**src/rtl/psw_pkg.sv**
```systemverilog
package psw_pkg;

   typedef enum logic [3:0] {
      OPC_MOVE    = 4'd0,
      OPC_ADD     = 4'd1,
      OPC_SUB     = 4'd2,
      OPC_LOGIC   = 4'd3,
      OPC_SET_IE  = 4'd4,
      OPC_CLR_IE  = 4'd5,
      OPC_SET_DIR = 4'd6,
      OPC_CLR_DIR = 4'd7,
      OPC_LOAD    = 4'd8
   } op_class_e;

   // fixed flag positions inside the status word
   localparam int unsigned POS_CF  = 0;
   localparam int unsigned POS_PF  = 2;
   localparam int unsigned POS_AF  = 4;
   localparam int unsigned POS_ZF  = 6;
   localparam int unsigned POS_SF  = 7;
   localparam int unsigned POS_TF  = 8;
   localparam int unsigned POS_IE  = 9;
   localparam int unsigned POS_DIR = 10;
   localparam int unsigned POS_OF  = 11;
   localparam int unsigned POS_CTL_LO = 12;
   localparam int unsigned POS_CTL_HI = 21;

   // operand bit whose carry-in is the nibble (auxiliary) carry
   localparam int unsigned NIBBLE_W = 4;

   typedef struct packed {
      logic cf;
      logic pf;
      logic af;
      logic zf;
      logic sf;
      logic of;
   } arith_flags_t;

   function automatic logic is_flag_op(op_class_e c);
      return (c == OPC_ADD) || (c == OPC_SUB) || (c == OPC_LOGIC);
   endfunction

endpackage

```
**src/rtl/psw_parity.sv**
```systemverilog
module psw_parity #(
   parameter int unsigned W     = 8,
   parameter bit          CHAIN = 1'b0
) (
   input  logic [W-1:0] d,
   output logic         even
);

   if (W < 1) begin : g_bad_w
      $error("psw_parity: W must be at least 1");
   end

   if (CHAIN) begin : g_chain
      logic odd_acc;
      always_comb begin
         odd_acc = 1'b0;
         for (int i = 0; i < W; i++) begin
            odd_acc = odd_acc ^ d[i];
         end
      end
      assign even = ~odd_acc;
   end else begin : g_reduce
      assign even = ~^d;
   end

endmodule

```
**src/rtl/psw_size_view.sv**
```systemverilog
module psw_size_view #(
   parameter int unsigned WORD_W = 32,
   parameter int unsigned LANES  = 3,
   parameter int unsigned LANE0_W = 8
) (
   input  logic [1:0]        size,
   input  logic [WORD_W-1:0] a,
   input  logic [WORD_W-1:0] b,
   input  logic [WORD_W-1:0] r,
   output logic              a_top,
   output logic              b_top,
   output logic              r_top,
   output logic              r_zero
);

   localparam int unsigned WIDEST = LANE0_W << (LANES - 1);
   localparam logic [1:0]  LAST   = 2'(LANES - 1);

   if (LANES < 1 || LANES > 4) begin : g_bad_lanes
      $error("psw_size_view: LANES must be 1..4");
   end
   if (WIDEST > WORD_W) begin : g_bad_word
      $error("psw_size_view: widest lane exceeds WORD_W");
   end

   logic [LANES-1:0] a_msb, b_msb, r_msb, r_nz;

   for (genvar k = 0; k < LANES; k++) begin : g_lane
      localparam int unsigned LW = LANE0_W << k;
      assign a_msb[k] = a[LW-1];
      assign b_msb[k] = b[LW-1];
      assign r_msb[k] = r[LW-1];
      assign r_nz[k]  = |r[LW-1:0];
   end

   logic [1:0] lane_sel;
   assign lane_sel = (size > LAST) ? LAST : size;

   assign a_top  = a_msb[lane_sel];
   assign b_top  = b_msb[lane_sel];
   assign r_top  = r_msb[lane_sel];
   assign r_zero = ~r_nz[lane_sel];

   logic unused_bits;
   assign unused_bits = ^{a, b, r};

endmodule

```
**src/rtl/psw_arith_flags.sv**
```systemverilog
module psw_arith_flags
   import psw_pkg::*;
#(
   parameter int unsigned WORD_W    = 32,
   parameter int unsigned PAR_W     = 8,
   parameter bit          PAR_CHAIN = 1'b0
) (
   input  op_class_e         cls,
   input  logic [1:0]        size,
   input  logic [WORD_W-1:0] a,
   input  logic [WORD_W-1:0] b,
   input  logic [WORD_W-1:0] r,
   input  logic              carry,
   output arith_flags_t      flags
);

   if (PAR_W > WORD_W || NIBBLE_W >= WORD_W) begin : g_bad_cfg
      $error("psw_arith_flags: PAR_W or NIBBLE_W out of range");
   end

   logic a_top, b_top, r_top, r_zero, par_even, nib_carry;

   psw_size_view #(
      .WORD_W (WORD_W)
   ) u_view (
      .size   (size),
      .a      (a),
      .b      (b),
      .r      (r),
      .a_top  (a_top),
      .b_top  (b_top),
      .r_top  (r_top),
      .r_zero (r_zero)
   );

   psw_parity #(
      .W     (PAR_W),
      .CHAIN (PAR_CHAIN)
   ) u_par (
      .d    (r[PAR_W-1:0]),
      .even (par_even)
   );

   // carry into bit NIBBLE_W is the same sum bit for add and subtract
   assign nib_carry = a[NIBBLE_W] ^ b[NIBBLE_W] ^ r[NIBBLE_W];

   always_comb begin
      flags    = '0;
      flags.pf = par_even;
      flags.zf = r_zero;
      flags.sf = r_top;
      unique case (cls)
         OPC_ADD: begin
            flags.cf = carry;
            flags.af = nib_carry;
            flags.of = (a_top == b_top) && (r_top != a_top);
         end
         OPC_SUB: begin
            flags.cf = carry;
            flags.af = nib_carry;
            flags.of = (a_top != b_top) && (r_top != a_top);
         end
         default: begin
            flags.cf = 1'b0;
            flags.af = 1'b0;
            flags.of = 1'b0;
         end
      endcase
   end

endmodule

```
**src/rtl/psw_store.sv**
```systemverilog
module psw_store
   import psw_pkg::*;
#(
   parameter int unsigned        WORD_W     = 32,
   parameter logic [WORD_W-1:0]  WRITE_MASK = 'h003F_7FD5,
   parameter logic [WORD_W-1:0]  FIXED_VAL  = 'h0000_0002,
   parameter logic [WORD_W-1:0]  RESET_VAL  = 'h0000_0002
) (
   input  logic              clk,
   input  logic              rst_n,
   input  logic              op_valid,
   input  op_class_e         cls,
   input  arith_flags_t      flags,
   input  logic [WORD_W-1:0] load_word,
   output logic [WORD_W-1:0] word
);

   if ((FIXED_VAL & WRITE_MASK) != '0) begin : g_bad_fixed
      $error("psw_store: FIXED_VAL overlaps writable bits");
   end
   if ((RESET_VAL & ~WRITE_MASK) != FIXED_VAL) begin : g_bad_reset
      $error("psw_store: RESET_VAL disagrees with FIXED_VAL");
   end
   if (!WRITE_MASK[POS_CF] || !WRITE_MASK[POS_PF] || !WRITE_MASK[POS_AF] ||
       !WRITE_MASK[POS_ZF] || !WRITE_MASK[POS_SF] || !WRITE_MASK[POS_IE] ||
       !WRITE_MASK[POS_DIR] || !WRITE_MASK[POS_OF]) begin : g_bad_mask
      $error("psw_store: a flag position is not writable");
   end

   logic [WORD_W-1:0] nxt_raw, nxt;

   always_comb begin
      nxt_raw = word;
      if (op_valid) begin
         unique case (cls)
            OPC_ADD, OPC_SUB, OPC_LOGIC: begin
               nxt_raw[POS_CF] = flags.cf;
               nxt_raw[POS_PF] = flags.pf;
               nxt_raw[POS_AF] = flags.af;
               nxt_raw[POS_ZF] = flags.zf;
               nxt_raw[POS_SF] = flags.sf;
               nxt_raw[POS_OF] = flags.of;
            end
            OPC_SET_IE:  nxt_raw[POS_IE]  = 1'b1;
            OPC_CLR_IE:  nxt_raw[POS_IE]  = 1'b0;
            OPC_SET_DIR: nxt_raw[POS_DIR] = 1'b1;
            OPC_CLR_DIR: nxt_raw[POS_DIR] = 1'b0;
            OPC_LOAD:    nxt_raw          = load_word;
            default:     nxt_raw          = word;
         endcase
      end
      nxt = (nxt_raw & WRITE_MASK) | FIXED_VAL;
   end

   always_ff @(posedge clk or negedge rst_n) begin
      if (!rst_n) word <= RESET_VAL;
      else        word <= nxt;
   end

   // reserved positions never move
   assert_reserved_const_R10: assert property (@(posedge clk) disable iff (!rst_n)
      (word & ~WRITE_MASK) == FIXED_VAL);

   // transfer/control and idle cycles keep the word
   assert_transfer_hold_R7: assert property (@(posedge clk) disable iff (!rst_n)
      (!op_valid || cls == OPC_MOVE) |=> $stable(word));

   // set interrupt enable touches bit 9 only
   assert_set_ie_R8: assert property (@(posedge clk) disable iff (!rst_n)
      (op_valid && cls == OPC_SET_IE) |=> (word[POS_IE] && $stable(word[POS_IE-1:0])));

   // clear direction
   assert_clr_dir_R8: assert property (@(posedge clk) disable iff (!rst_n)
      (op_valid && cls == OPC_CLR_DIR) |=> (!word[POS_DIR] && $stable(word[POS_IE:0])));

   // logic clears carry, auxiliary carry and overflow
   assert_logic_clear_R6: assert property (@(posedge clk) disable iff (!rst_n)
      (op_valid && cls == OPC_LOGIC) |=> (!word[POS_CF] && !word[POS_AF] && !word[POS_OF]));

   // flag operations keep control bits
   assert_ctl_untouched_R9: assert property (@(posedge clk) disable iff (!rst_n)
      (op_valid && is_flag_op(cls)) |=>
         ($stable(word[POS_DIR:POS_TF]) && $stable(word[POS_CTL_HI:POS_CTL_LO])));

endmodule

```
**src/rtl/status_word_reg.sv**
```systemverilog
module status_word_reg
   import psw_pkg::*;
#(
   parameter int unsigned       WORD_W     = 32,
   parameter int unsigned       PAR_W      = 8,
   parameter bit                PAR_CHAIN  = 1'b0,
   parameter logic [WORD_W-1:0] WRITE_MASK = 'h003F_7FD5,
   parameter logic [WORD_W-1:0] FIXED_VAL  = 'h0000_0002,
   parameter logic [WORD_W-1:0] RESET_VAL  = 'h0000_0002
) (
   input  logic              clk,
   input  logic              rst_n,
   input  logic              op_valid,
   input  logic [3:0]        op_class,
   input  logic [1:0]        op_size,
   input  logic [WORD_W-1:0] opnd_a,
   input  logic [WORD_W-1:0] opnd_b,
   input  logic [WORD_W-1:0] alu_result,
   input  logic              alu_carry,
   input  logic [WORD_W-1:0] load_word,
   output logic [WORD_W-1:0] status_word
);

   if (WORD_W < POS_CTL_HI + 1) begin : g_bad_word
      $error("status_word_reg: WORD_W too small for the flag layout");
   end

   op_class_e    cls;
   arith_flags_t flags;

   assign cls = op_class_e'(op_class);

   psw_arith_flags #(
      .WORD_W    (WORD_W),
      .PAR_W     (PAR_W),
      .PAR_CHAIN (PAR_CHAIN)
   ) u_flags (
      .cls   (cls),
      .size  (op_size),
      .a     (opnd_a),
      .b     (opnd_b),
      .r     (alu_result),
      .carry (alu_carry),
      .flags (flags)
   );

   psw_store #(
      .WORD_W     (WORD_W),
      .WRITE_MASK (WRITE_MASK),
      .FIXED_VAL  (FIXED_VAL),
      .RESET_VAL  (RESET_VAL)
   ) u_store (
      .clk       (clk),
      .rst_n     (rst_n),
      .op_valid  (op_valid),
      .cls       (cls),
      .flags     (flags),
      .load_word (load_word),
      .word      (status_word)
   );

   // a zero byte result sets bit 6 whatever the upper bits hold
   assert_byte_zero_R11: assert property (@(posedge clk) disable iff (!rst_n)
      (op_valid && op_class == 4'd1 && op_size == 2'd0 && alu_result[7:0] == 8'h00)
         |=> status_word[POS_ZF]);

   // the carry input lands in bit 0 on an add
   assert_add_carry_R2: assert property (@(posedge clk) disable iff (!rst_n)
      (op_valid && op_class == 4'd1) |=> (status_word[POS_CF] == $past(alu_carry)));

endmodule

```
**config.mk**
```make
export PLATFORM = sky130hd
export DESIGN_NAME = status_word_reg
export DESIGN_NICKNAME = d
export VERILOG_FILES = /design/src/rtl/psw_pkg.sv /design/src/rtl/psw_parity.sv /design/src/rtl/psw_size_view.sv /design/src/rtl/psw_arith_flags.sv /design/src/rtl/psw_store.sv /design/src/rtl/status_word_reg.sv
export SDC_FILE = /design/constraint.sdc
export NUM_CORES = 1
export LEC_CHECK = 0
export CAP_MARGIN = 20
export CORE_MARGIN = 4
export CORE_UTILIZATION = 26
export CTS_CLUSTER_DIAMETER = 100
export DETAILED_ROUTE_END_ITERATION = 10
export GPL_TIMING_DRIVEN = 0
export PLACE_DENSITY = 0.94
export SYNTH_ARGS = -nofsm -noshare
export SYNTH_HDL_FRONTEND = slang
export SYNTH_SLANG_ARGS = --single-unit
export TNS_END_PERCENT = 20
```
**constraint.sdc**
```tcl
create_clock -name clk -period 1.9 [get_ports clk]
set_clock_uncertainty 0.05 [all_clocks]
set_input_delay 0.285 -clock clk [delete_from_list [all_inputs] [get_ports clk]]
set_output_delay 0.285 -clock clk [all_outputs]
set_load 0.005 [all_outputs]
```
# Yosys cells after proc, flatten, opt, wreduce, memory -nomap -nowiden
# Index checks and enable logic that the tools add are counted.
# totals
reg_bits	18
input_bits	138
output_inout_bits	32
# classes
n_lt_le_gt_ge	2
eq_ne	11
mux	19
n_bitwise	3
reduce_logical	15
# op_table
op	n
32-bit OR reduction	1
4-bit by 3-bit equality test with 1-bit output (second input constant)	4
16-bit OR reduction	1
1-bit case mux with 2 select lines	5
1-bit binary-select mux with 2-bit select	4
4-bit by 2-bit equality test with 1-bit output (second input constant)	2
2-bit AND reduction	4
8-bit OR reduction	1
8-bit XNOR reduction	1
1-bit 2-to-1 mux	6
1-bit case mux with 3 select lines	2
3-bit nonzero test	2
4-bit by 1-bit equality test with 1-bit output (second input constant)	1
4-bit equality test (second input constant)	1
2-bit case mux with 2 select lines	1
2-bit by 3-bit < comparator with 1-bit output (second input constant)	1
3-bit OR reduction	1
2-bit > comparator (second input constant)	1
1-bit logical AND	2
2-bit 2-to-1 mux	1
1-bit inequality test	2
2-bit nonzero test	1
2-bit OR reduction	1
1-bit bitwise XOR	2
2 further kinds	2

# Logic depth before layout (Yosys ltp)
# Gate-level depths: netlist of the first run.
# logic_depth
ltp_word	8
depth_mapped	7

# Hierarchy
# A second synthesis of the first run with hierarchy kept.
# hier_totals
cells_unflattened	120
area_unflattened_um2	1362.6
# by_module_without_submodules
mod	n_inst	cells_each	area_per_inst_um2	seq_area_each_um2
psw_store	1	75	993.5	450.4
psw_size_view	1	22	188.9	0.0
psw_arith_flags	1	16	118.9	0.0
psw_parity	1	7	61.3	0.0

# Least setup slack after synthesis of the first run
# OpenSTA, ideal clock, no wires.
# synth_timing
path_type	in2reg
startpoint	input port alu_result[18]
endpoint	register u_store.word[6]
setup_ps	76
arrival_ps	1190
required_ps	1774
slack_ps	584
stages	5
cell_sequence	nor4_1 -> nand4_1 -> a2111oi_0 -> a21oi_1 -> o21ai_1
# synth_via
elab_chain_cells	5
# synth_rtl
item	line	text
from (decl)	status_word_reg.sv:18	input logic [WORD_W-1:0] alu_result,
32-bit OR reduction	psw_size_view.sv:33	assign r_nz[k] = |r[LW-1:0];
1-bit binary-select mux with 2-bit select	psw_size_view.sv:42	assign r_zero = ~r_nz[lane_sel];
1-bit 2-to-1 mux (not written as such)	psw_size_view.sv:42	
1-bit inverter	psw_size_view.sv:42	
2-bit case mux with 2 select lines	psw_store.sv:35	unique case (cls)
to (signal assigned)	psw_store.sv:57	else word <= nxt;
to (decl)	psw_store.sv:15	output logic [WORD_W-1:0] word
# No other way between the ends. The select of a mux whose other input is x is not followed.
# A chain may end at the register's enable or synchronous reset.

# Final worst setup path of the first run
# layout_timing
startpoint	input port op_size[0]
endpoint	register u_store.word[11]
# layout_via
elab_chain_cells	8
elab_cells_between_ends	15
# layout_rtl
item	line	text
from (decl)	status_word_reg.sv:15	input logic [1:0] op_size,
2-bit > comparator	psw_size_view.sv:37	assign lane_sel = (size > LAST) ? LAST : size;
2-bit 2-to-1 mux (*)	psw_size_view.sv:37	
1-bit binary-select mux with 2-bit select, on equally long branches	psw_size_view.sv:39, psw_size_view.sv:40, psw_size_view.sv:41	
1-bit 2-to-1 mux, on equally long branches	psw_size_view.sv:39, psw_size_view.sv:40, psw_size_view.sv:41	
1-bit inequality test (tied with other cells)	psw_arith_flags.sv:61	flags.of = (a_top != b_top) && (r_top != a_top);
1-bit logical AND, on equally long branches	psw_arith_flags.sv:61, psw_arith_flags.sv:56	
1-bit case mux with 2 select lines (*)	psw_arith_flags.sv:52	unique case (cls)
1-bit case mux with 2 select lines (*)	psw_store.sv:35	
# Every way passes the cells marked *; elsewhere a longest branch is shown, timed or not. The select of a mux whose other input is x is not followed.

==> results.ini, run 1 <==
[clock_tree]
cts_sinks=18
clk_latency_ns=0.25
cts_max_level=1
path_clk_slew_ns=0.07
numCtsBuffers=3
cts_setup_buffers=0
cts_buffer_depth=2
cts_hold_buf=0
cts_tree=yes
cts_resized=0
clockRootBuffer=clkbuf_8

[setup_path]
cp_max_fo=4
path_class=primary input to flop
r2r_cells=1
startpoint_type=primary input
required_ns=2.01
critical_path_arrival_ns=1.85
worstSetupEndpointType=flop

[power]
power_density_nw_per_um2=596
peakVddDrop_uv=252
p_switching_mw=0.332
p_int_mw=1.01
swShare_pct=24.8
power_frac_seq_pct=37.4
finalPower_mw=1.34
p_comb_share_pct=39.2
p_clk_share_pct=23.4
leakagePower_nw=0.989

[worst_hold_path]
holdPathStages=2
hold_path.class=flop to flop

[sta]
final.period_utilization_pct=92.0
relSlewSlack_pct=43.0
drv_slew=0
period_minus_slack_ns=1.75
finalSetupViolCount=0
clock.fmax_mhz=572
worst_pin_slew_ns=0.852
tns_ns=0
rsz0062_at_grt=no
fin_ws_ns=0.152
hold_violations=0

[drt]
wl_per_cell_um=13.3
vias_per_cell=4.33
drtIter0Drc=32
wirelength_um=3770
drt_first_pass_iters=4
post-route-drc-count=0
final_antenna_net_count=0
route.vias.total=1226

[global_route]
grt_pass1_wl_um=5980
grt_max_degree=19
grtUsageTotal_pct=12.5
grt_pass1_vias=1318
overflow=0
antenna_found_initial=0

[logic_synthesis]
synth_fa_ha_area_share_pct=4.07
synth_cells=130
synth-seq-cells=18
synth_xor_area_share_pct=5.69
syn_area_per_cell_sq_um=9.47
synthSimpleGateAreaFrac_pct=14.7
synth.area.mux_share_pct=15.4
yosys_warnings=0
synthesis.area_sq_um=1230
ys_seq_area_share_pct=36.6
synth_compound_area_share_pct=10.5
ys_types=33
synth_top_family_by_area=multiplexers

[layout]
num-fill-cells=406
area_delta_synth_final_pct=82.5
fin_cells=283
drive_gt1_share_pct=14.7
regArea_sq_um=450
fin_util_pct=50.2
multi_input_area_sq_um=673
diodes=0
num-nets-final=374
largest_reg_flops=18
top_register=u_store.word
reg_top3=u_store.word (18)

[outcome]
status=finished clean

[flow_run]
max_cap_viol_count=0

[die]
fp-row-count=24
fp.dieArea_sq_um=5900
die-width_um=76.8
io_pins=170
initial_core_util_pct=27.5
die-height_um=76.8
core-area_sq_um=4470

[place]
placed_cells=279
dp_slack_ns=-0.137
gp_congestion=0.750
io_buffers=85
dpl.hpwl_um=3220

-- cell usage after synthesis (all sizes together) --
cell / count / area share (%)
a2111oi: 1 / 0.71
a21o: 1 / 0.61
a21oi: 7 / 2.8
a22oi: 2 / 1.2
a32o: 1 / 0.81
and2: 1 / 0.51
and3: 1 / 0.51
buf: 16 / 9.3
conb: 2 / 0.61
dfrtp: 18 / 37
ha: 4 / 4.1
inv: 10 / 3.0
mux2: 11 / 10
mux2i: 5 / 5.1
nand2: 10 / 3.3
nand2b: 1 / 0.51
nand3b: 1 / 0.61
nand4: 2 / 1.0
nor2: 6 / 1.8
nor2b: 3 / 1.5
nor3: 2 / 1.2
nor4: 6 / 3.0
nor4b: 1 / 0.71
o21ai: 9 / 3.7
o31ai: 1 / 0.61
xnor2: 7 / 5.0
xor2: 1 / 0.71
-- final cells by class --
type                    instances  area share [%]
plain buffers                  16            5.12
clock buffers                   4            2.45
flip-flops and latches         18            20.0
inverters                      10            1.67
well taps                      52            2.90
repair buffers                 85            37.9
multi-input cells              98            30.0
-- through the flow --
step | instance area, sq um | hold slack, ns
after global placement | 2190 | 0.413
after global routing | 2250 | 0.467
after floorplan | 1280 | -0.0606
after detailed placement | 2190 | 0.426
final | 2250 | 0.436
after CTS | 2250 | 0.443
-- logic make-up after synthesis --
kind of cell             after synthesis
AND/OR/NAND/NOR                       34
buffers and inverters                 26
AO/OA/AOI/OAI                         22
flip-flops                            18
multiplexers                          16
XOR/XNOR                               8
adder cells (fa/ha/maj)                4
other                                  2
-- final timing paths --
| check | from | to | slack [ns] |
|---|---|---|---|
| max | op_size[0] | u_store.word[11]$_DFFE_PN0P_ | 0.15 |
| min | u_store.word[0]$_DFFE_PN0P_ | u_store.word[0]$_DFFE_PN0P_ | 0.44 |
| max reg2reg | u_store.word[14]$_DFFE_PN0P_ | u_store.word[14]$_DFFE_PN0P_ | 1.09 |
| min reg2reg | u_store.word[0]$_DFFE_PN0P_ | u_store.word[0]$_DFFE_PN0P_ | 0.44 |
| max in group asynchronous | rst_n | u_store.word[10]$_DFFE_PN0P_ | 0.81 |
| min in group asynchronous | rst_n | u_store.word[16]$_DFFE_PN0P_ | 0.47 |
-- worst max-delay path, cell delays in order --
cell,delay (ns)
clkdlybuf4s50_1,0.61
mux2_4,0.34
mux2i_4,0.17
and2_1,0.14
mux2i_1,0.06
o31ai_1,0.25
-- layout by cell type (no fill, tap or decap) --
master / count
nand4_1: 2
nand2b_1: 1
nor3_1: 1
o21ai_0: 8
and2_1: 1
nor2b_1: 3
mux2_4: 1
a32o_1: 1
nor4b_1: 1
nor3_2: 1
xnor2_1: 7
a2111oi_0: 1
mux2i_1: 4
mux2i_4: 1
buf_4: 14
nand3b_1: 1
inv_1: 10
a21o_1: 1
ha_1: 4
nor4_1: 6
nand2_1: 9
clkdlybuf4s50_1: 85
conb_1: 14
nand2_2: 1
o31ai_1: 1
a22oi_1: 2
and3_1: 1
xor2_1: 1
mux2_2: 10
a21oi_1: 7
o21ai_1: 1
buf_2: 2
dfrtp_1: 18
clkbuf_8: 4
nor2_1: 6
-- power by group through the flow --
stage	Combinational [mW]	Sequential [mW]	Clock, mW
after CTS	0.532	0.501	0.328
final	0.525	0.501	0.314
after global placement	0.520	0.502	0
after global routing	0.574	0.511	0.347
after floorplan	0.176	0.512	0
after detailed placement	0.531	0.507	0
-- layer usage --
metal  share of wire, %  vias up  global-route usage, %
li1                   -      622                      -
met1                 38      547                   13.3
met2                 52       51                   23.5
met3                8.0        6                   2.69
met4                1.8        0                   4.89
met5                  0        -                      0
No activity file was read; power rests on OpenSTA's default activity.
==> run 2, diff against run 1 <==
--- a/config.mk
+++ b/config.mk
@@ -6,7 +6,7 @@
 export NUM_CORES = 1
 export LEC_CHECK = 0
 export CAP_MARGIN = 20
-export CORE_MARGIN = 4
+export CORE_MARGIN = 10
 export CORE_UTILIZATION = 26
 export CTS_CLUSTER_DIAMETER = 100
 export DETAILED_ROUTE_END_ITERATION = 10
==> run 2 against run 1 <==
- power shrank 3.1%
- die area grew 34%
- maximum frequency rose by 0.70%
- worst hold slack gained 0.0041 ns
- setup slack improved by 0.012 ns
- clock power shrank 17%
- register-to-register slack about the same
- critical path depth decreased by 1
- utilization is 0.31 points lower
- global-route usage down 1.6 points
- non-clock buffer count unchanged
- sequential cell count stayed put
==> results.ini, run 2 (synthesis gave the netlist of run 1 again) <==
[outcome]
status=finished clean  ; unchanged

[drt]
wl_met1_um=1510  ; was 1430 um
vias_per_cell=4.37  ; was 4.33
wirelength_um=4390  ; was 3770 um
dr.max_layer_used=met4  ; unchanged
drt_first_pass_iters=4  ; unchanged
wl_per_cell_um=15.6  ; was 13.3 um
final_antenna_net_count=0  ; unchanged
post-route-drc-count=0  ; unchanged
wl_met2_um=2400  ; was 1970 um
route.vias.total=1231  ; was 1226
drtIter0Drc=23  ; was 32
routed-wl-met3_um=459  ; was 301 um

[die]
fp.dieArea_sq_um=7890  ; was 5900 sq um
die-height_um=88.8  ; was 76.8 um
fp-row-count=24  ; unchanged
initial_core_util_pct=27.5  ; unchanged
io_pins=170  ; unchanged
die-width_um=88.8  ; was 76.8 um
core-area_sq_um=4470  ; unchanged

[clock_tree]
cts_resized=0  ; unchanged
cts_setup_buffers=0  ; unchanged
clk_latency_ns=0.25  ; about the same
cts_max_level=1  ; unchanged
numCtsBuffers=3  ; unchanged
cts_sinks=18  ; unchanged
clockRootBuffer=clkbuf_8  ; unchanged
cts_buffer_depth=2  ; unchanged
path_clk_slew_ns=0.06  ; was 0.07 ns
cts_tree=yes  ; unchanged
cts_hold_buf=0  ; unchanged

[power]
p_clk_share_pct=20.2  ; was 23.4%
p_int_mw=0.965  ; was 1.01 mW
p_switching_mw=0.332  ; about the same
power_density_nw_per_um2=581  ; was 596 nW/um^2
swShare_pct=25.6  ; was 24.8%
leakagePower_nw=0.982  ; was 0.989 nW
finalPower_mw=1.30  ; was 1.34 mW
p_comb_share_pct=41.3  ; was 39.2%
power_frac_seq_pct=38.5  ; was 37.4%
peakVddDrop_uv=207  ; was 252 uV

[global_route]
grt_pass1_vias=1334  ; was 1318
overflow=0  ; unchanged
antenna_found_initial=0  ; unchanged
grt_max_degree=19  ; unchanged
grt_pass1_wl_um=6700  ; was 5980 um
grtUsageTotal_pct=10.8  ; was 12.5%

[layout]
reg_top3=u_store.word (18)  ; unchanged
drive_gt1_share_pct=14.3  ; was 14.7%
fin_util_pct=49.9  ; was 50.2%
diodes=0  ; unchanged
num-nets-final=374  ; unchanged
num-fill-cells=420  ; was 406
area_delta_synth_final_pct=81.4  ; was 82.5%
largest_reg_flops=18  ; unchanged
final_common_cell=clkdlybuf4s50_1  ; unchanged
top_register=u_store.word  ; unchanged
layout_common_cells=85 x clkdlybuf4s50_1, 18 x dfrtp_1, 14 x buf_4, 14 x conb_1  ; unchanged

[setup_path]
ff2ff_setup_slack_ns=1.09  ; about the same
required_ns=2.01  ; about the same
cp_slowest_cell=clkdlybuf4s50_1  ; unchanged
r2r_start=u_store.word[19]$_DFFE_PN0P_  ; was u_store.word[14]$_DFFE_PN0P_
cp_cell_sequence=clkdlybuf4s50_1, nor4b_1, xnor2_1, mux2i_1, o31ai_1  ; was clkdlybuf4s50_1, mux2_4, mux2i_4, and2_1, mux2i_1, o31ai_1
cpPeakStageDelay_ns=0.63  ; was 0.61 ns
r2r_cells=1  ; unchanged
cp_max_fo=7  ; was 4
startpoint_type=primary input  ; unchanged
r2r-end=u_store.word[19]$_DFFE_PN0P_  ; was u_store.word[14]$_DFFE_PN0P_
worstSetupEndpointType=flop  ; unchanged
path_class=primary input to flop  ; unchanged
critical_path_arrival_ns=1.84  ; was 1.85 ns

[place]
dpl.hpwl_um=3900  ; was 3220 um
dp_slack_ns=-0.124  ; was -0.137 ns
io_buffers=85  ; unchanged
gp_congestion=0.831  ; was 0.750

[sta]
period_minus_slack_ns=1.74  ; was 1.75 ns
clock.fmax_mhz=576  ; was 572 MHz
drv_slew=0  ; unchanged
finalSetupViolCount=0  ; unchanged
worst_pin_slew_ns=0.814  ; was 0.852 ns
final.period_utilization_pct=91.4  ; was 92.0%
relSlewSlack_pct=45.5  ; was 43.0%
fin_ws_ns=0.164  ; was 0.152 ns
hold_violations=0  ; unchanged
rsz0062_at_grt=no  ; unchanged

[worst_hold_path]
worstHoldStart=u_store.word[2]$_DFFE_PN0P_  ; was u_store.word[0]$_DFFE_PN0P_
holdPathEnd=u_store.word[2]$_DFFE_PN0P_  ; was u_store.word[0]$_DFFE_PN0P_
holdPathStages=2  ; unchanged
hold_path.class=flop to flop  ; unchanged

[flow_run]
max_cap_viol_count=0  ; unchanged

## run 2: cell count changes in the layout (fill, tap and decap cells not counted)
| cell | delta |
|---|---|
| clkbuf_8 | -1 |
## run 2: final cells by class
type | count | area [sq um] | share of cell area, %
repair buffers | 85 | 851 | 38.1
plain buffers | 16 | 115 | 5.15
flip-flops and latches | 18 | 450 | 20.2
clock buffers | 3 | 41.3 | 1.85
inverters | 10 | 37.5 | 1.68
well taps | 52 | 65.1 | 2.91
multi-input cells | 98 | 673 | 30.1
## run 2: worst max path at each step
| stage | from | endpoint | slack (ns) | cells after the start |
|---|---|---|---|---|
| finish | op_class[1] | u_store.word[11]$_DFFE_PN0P_ | 0.16 | 5 |
| global placement | op_size[0] | u_store.word[11]$_DFFE_PN0P_ | -0.04 | 6 |
| detailed placement | op_class[1] | u_store.word[11]$_DFFE_PN0P_ | -0.12 | 5 |
| CTS | op_class[1] | u_store.word[11]$_DFFE_PN0P_ | 0.14 | 5 |
| floorplan | alu_result[18] | u_store.word[6]$_DFFE_PN0P_ | 0.58 | 5 |
| global route | op_class[1] | u_store.word[2]$_DFFE_PN0P_ | 0.01 | 6 |
## run 2: through the flow
stage	hold WS (ns)	TNS (ns)	cell area, sq um	instances
after detailed placement	0.432	-0.450	2190	279
after global placement	0.414	-0.0423	2190	279
after CTS	0.448	0	2230	282
after floorplan	-0.0606	0	1280	142
after global routing	0.473	0	2230	282
final	0.440	0	2230	282
## run 2: metal layers
metal,global-route usage [%],up-vias
li1,-,622
met2,20.3,44
met1,10.7,563
met4,2.20,0
met3,4.78,2
met5,0,-
## run 2: worst max-delay path, delay by kind of cell
kind            cells  cell delay (ns)
buf+inv             1             0.63
mux                 1             0.09
compound gates      1             0.23
simple gates        1             0.41
xor+xnor            1             0.19
## run 2: power groups by stage
| stage | registers (mW) | logic, mW | clock network [mW] |
|---|---|---|---|
| 2_1_floorplan | 0.512 | 0.176 | 0 |
| 3_3_place_gp | 0.502 | 0.527 | 0 |
| 3_5_place_dp | 0.508 | 0.541 | 0 |
| 4_1_cts | 0.501 | 0.543 | 0.271 |
| 5_1_grt | 0.510 | 0.584 | 0.292 |
| 6_report | 0.499 | 0.536 | 0.262 |
==> run 3, diff against run 2 <==
--- a/config.mk
+++ b/config.mk
@@ -5,13 +5,15 @@
 export SDC_FILE = /design/constraint.sdc
 export NUM_CORES = 1
 export LEC_CHECK = 0
+export ABC_AREA = 1
 export CAP_MARGIN = 20
 export CORE_MARGIN = 10
-export CORE_UTILIZATION = 26
+export CORE_UTILIZATION = 27
 export CTS_CLUSTER_DIAMETER = 100
 export DETAILED_ROUTE_END_ITERATION = 10
+export GPL_ROUTABILITY_DRIVEN = 0
 export GPL_TIMING_DRIVEN = 0
-export PLACE_DENSITY = 0.94
+export PLACE_DENSITY = 0.95
 export SYNTH_ARGS = -nofsm -noshare
 export SYNTH_HDL_FRONTEND = slang
 export SYNTH_SLANG_ARGS = --single-unit
==> constraint.sdc (replaced) <==
create_clock -name clk -period 2 [get_ports clk]
set_clock_uncertainty 0.05 [all_clocks]
set_input_delay 0.3 -clock clk [delete_from_list [all_inputs] [get_ports clk]]
set_output_delay 0.3 -clock clk [all_outputs]
set_load 0.005 [all_outputs]
==> run 3 against run 2 <==
- non-clock buffer count did not move
- worst hold slack got worse by 0.021 ns
- critical path depth rose by 3
- sequential share of layout area fell by 0.42 points
- setup slack improved by 0.16 ns
- global-route usage rose by 0.44 points
- via count rose by 18%
- clock power rose by 9.5%
- combinational power fell by 6.2%
- cell area rose by 2.1%
- utilization rose by 1.4 points
- critical path type unchanged
==> results.ini, run 3 <==
[clock_tree]
clockRootBuffer=clkbuf_8  ; unchanged
path_clk_slew_ns=0.06  ; about the same
clk_latency_ns=0.25  ; about the same
numCtsBuffers=3  ; unchanged
cts_buffer_depth=2  ; unchanged
cts_sinks=18  ; unchanged
cts_hold_buf=0  ; unchanged
cts_tree=yes  ; unchanged
cts_setup_buffers=0  ; unchanged
cts_max_level=1  ; unchanged
cts_resized=0  ; unchanged

[layout]
fin_cells=336  ; was 282
diodes=0  ; unchanged
final_common_cell=clkdlybuf4s50_1  ; unchanged
fin_area_sq_um=2280  ; was 2230 sq um
num-nets-final=427  ; was 374
largest_reg_flops=18  ; unchanged
top_register=u_store.word  ; unchanged
fin_util_pct=51.3  ; was 49.9%
area_delta_synth_final_pct=80.3  ; was 81.4%
drive_gt1_share_pct=9.86  ; was 14.3%
reg_top3=u_store.word (18)  ; unchanged
layout_common_cells=85 x clkdlybuf4s50_1, 56 x nand2_1, 27 x nor2_1, 18 x dfrtp_1  ; was 85 x clkdlybuf4s50_1, 18 x dfrtp_1, 14 x buf_4, 14 x conb_1

[logic_synthesis]
synth_cells=183  ; was 130
ys.flop_type=dfrtp_1  ; unchanged
yosys_warnings=0  ; unchanged
ys_seq_area_share_pct=35.6  ; was 36.6%
synthTopCellsByCount=56 x nand2_1, 27 x nor2_1, 18 x dfrtp_1  ; was 18 x dfrtp_1, 14 x buf_4, 10 x inv_1, 10 x mux2_2, 9 x nand2_1
async_flop_share_pct=100  ; unchanged
synth-seq-cells=18  ; unchanged
synth_edf_count=0  ; unchanged
synth.most_common_cell=nand2_1  ; was dfrtp_1
synth.largest_area_cell=dfrtp_1  ; unchanged
synthTopCellsByArea=dfrtp_1 36%, nand2_1 17%, buf_4 8.9%  ; was dfrtp_1 37%, mux2_2 9.1%, buf_4 8.5%
syn_area_per_cell_sq_um=6.91  ; was 9.47 sq um
synth_top_area_share_pct=35.6  ; was 36.6%
ys_types=23  ; was 33
synthesis.area_sq_um=1260  ; was 1230 sq um

[drt]
drtIter0Drc=86  ; was 23
drt_first_pass_iters=4  ; unchanged
post-route-drc-count=0  ; unchanged
wirelength_um=4560  ; was 4390 um
vias_per_cell=4.33  ; was 4.37
final_antenna_net_count=0  ; unchanged
wl_per_cell_um=13.6  ; was 15.6 um
route.vias.total=1455  ; was 1231

[die]
initial_core_util_pct=28.5  ; was 27.5%
fp.dieArea_sq_um=7820  ; was 7890 sq um
fp-row-count=24  ; unchanged
die-width_um=88.4  ; was 88.8 um
core-area_sq_um=4440  ; was 4470 sq um
die-height_um=88.4  ; was 88.8 um
io_pins=170  ; unchanged

[sta]
drv_slew=0  ; unchanged
period_minus_slack_ns=1.67
hold_slack_ns=0.419  ; was 0.440 ns
tns_ns=0  ; unchanged
hold_violations=0  ; unchanged
finalSetupViolCount=0  ; unchanged
final.period_utilization_pct=83.6
clock.fmax_mhz=598
worst_pin_slew_ns=0.808  ; was 0.814 ns
rsz0062_at_grt=no  ; unchanged
relSlewSlack_pct=46.0  ; was 45.5%

[global_route]
grt_pass1_wl_um=7010  ; was 6700 um
overflow=0  ; unchanged
grtUsageTotal_pct=11.3  ; was 10.8%
grt_pass1_vias=1515  ; was 1334
antenna_found_initial=0  ; unchanged
grt_max_degree=19  ; unchanged

[setup_path]
required_ns=2.08  ; was 2.01 ns
cp_max_fo=7  ; unchanged
ff2ff_setup_slack_ns=1.30  ; was 1.09 ns
worstSetupEndpointType=flop  ; unchanged
critical_path_arrival_ns=1.75  ; was 1.84 ns
path_class=primary input to flop  ; unchanged
r2r_cells=2  ; was 1
r2r-end=u_store.word[0]$_DFFE_PN0P_  ; was u_store.word[19]$_DFFE_PN0P_
startpoint_type=primary input  ; unchanged
r2r_start=u_store.word[0]$_DFFE_PN0P_  ; was u_store.word[19]$_DFFE_PN0P_

[place]
dpl.hpwl_um=4100  ; was 3900 um
placed_area_sq_um=2230  ; was 2190 sq um
placed_cells=332  ; was 279
io_buffers=85  ; unchanged

[flow_run]
max_cap_viol_count=0  ; unchanged

[worst_hold_path]
hold_path.class=flop to flop  ; unchanged
worstHoldStart=u_store.word[16]$_DFFE_PN0P_  ; was u_store.word[2]$_DFFE_PN0P_
holdPathEnd=u_store.word[16]$_DFFE_PN0P_  ; was u_store.word[2]$_DFFE_PN0P_
holdPathStages=2  ; unchanged

[power]
p_switching_mw=0.331  ; was 0.332 mW
swShare_pct=26.1  ; was 25.6%
p_comb_share_pct=39.6  ; was 41.3%
power_frac_seq_pct=37.8  ; was 38.5%
leakagePower_nw=1.11  ; was 0.982 nW
power_density_nw_per_um2=557  ; was 581 nW/um^2
p_int_mw=0.938  ; was 0.965 mW
peakVddDrop_uv=268  ; was 207 uV
p_clk_share_pct=22.6  ; was 20.2%

[outcome]
status=finished clean  ; unchanged

-- run 3: routing by layer --
metal  wire [um]  part of all wire [%]  GRT usage [%]
met1        1750                    38           11.5
met2        2410                    53           21.4
met3         396                   8.7           4.50
met4           0                     0           1.76
met5           0                     0              0
-- run 3: area by class of cell --
class                      count  area (sq um)
buffer                        16           124
sequential                    18           450
clock buffer                   4          55.1
tap                           52          65.1
fill                         427          2160
multi-input combinational    143           668
inverter                      18          67.6
timing repair buffer          85           851
-- run 3: logic make-up after synthesis --
| family | after synthesis | share of synthesized area (%) |
|---|---|---|
| AOI/OAI and AO/OA | 20 | 8.80 |
| adders and majority gates | 4 | 3.96 |
| and+or+nand+nor | 101 | 33.1 |
| xor gates and xnor gates | 4 | 2.77 |
| other | 2 | 0.594 |
| buffers and inverters | 34 | 15.1 |
| DFF | 18 | 35.6 |
-- run 3: through the flow --
stage	total power, mW	setup WS, ns
final	1.27	0.328
after global routing	1.37	0.192
after global placement	0.979	0.0931
after floorplan	0.651	0.775
after detailed placement	0.996	0.0786
after CTS	1.29	0.332
-- run 3: worst max path at each step --
stage	start	cells past startpoint	endpoint
floorplan	alu_result[2]	8	u_store.word[2]$_DFFE_PN0P_
global placement	op_class[0]	8	u_store.word[11]$_DFFE_PN0P_
detailed placement	op_class[0]	8	u_store.word[11]$_DFFE_PN0P_
CTS	op_class[0]	8	u_store.word[11]$_DFFE_PN0P_
global route	op_class[0]	8	u_store.word[11]$_DFFE_PN0P_
finish	op_class[1]	8	u_store.word[7]$_DFFE_PN0P_
-- run 3: critical path: stages --
cell	delay (ns)
clkdlybuf4s50_1	0.55
nor2_2	0.08
nand3_2	0.14
inv_2	0.06
o21ai_2	0.32
inv_2	0.13
nor2_1	0.11
a21oi_1	0.05
-- run 3: power groups by stage --
stage          Sequential (mW)  Combinational (mW)  Clock [mW]
3_5_place_dp             0.485               0.511           0
2_1_floorplan            0.492               0.159           0
3_3_place_gp             0.483               0.496           0
5_1_grt                  0.489               0.557       0.320
4_1_cts                  0.480               0.512       0.303
6_report                 0.480               0.503       0.287
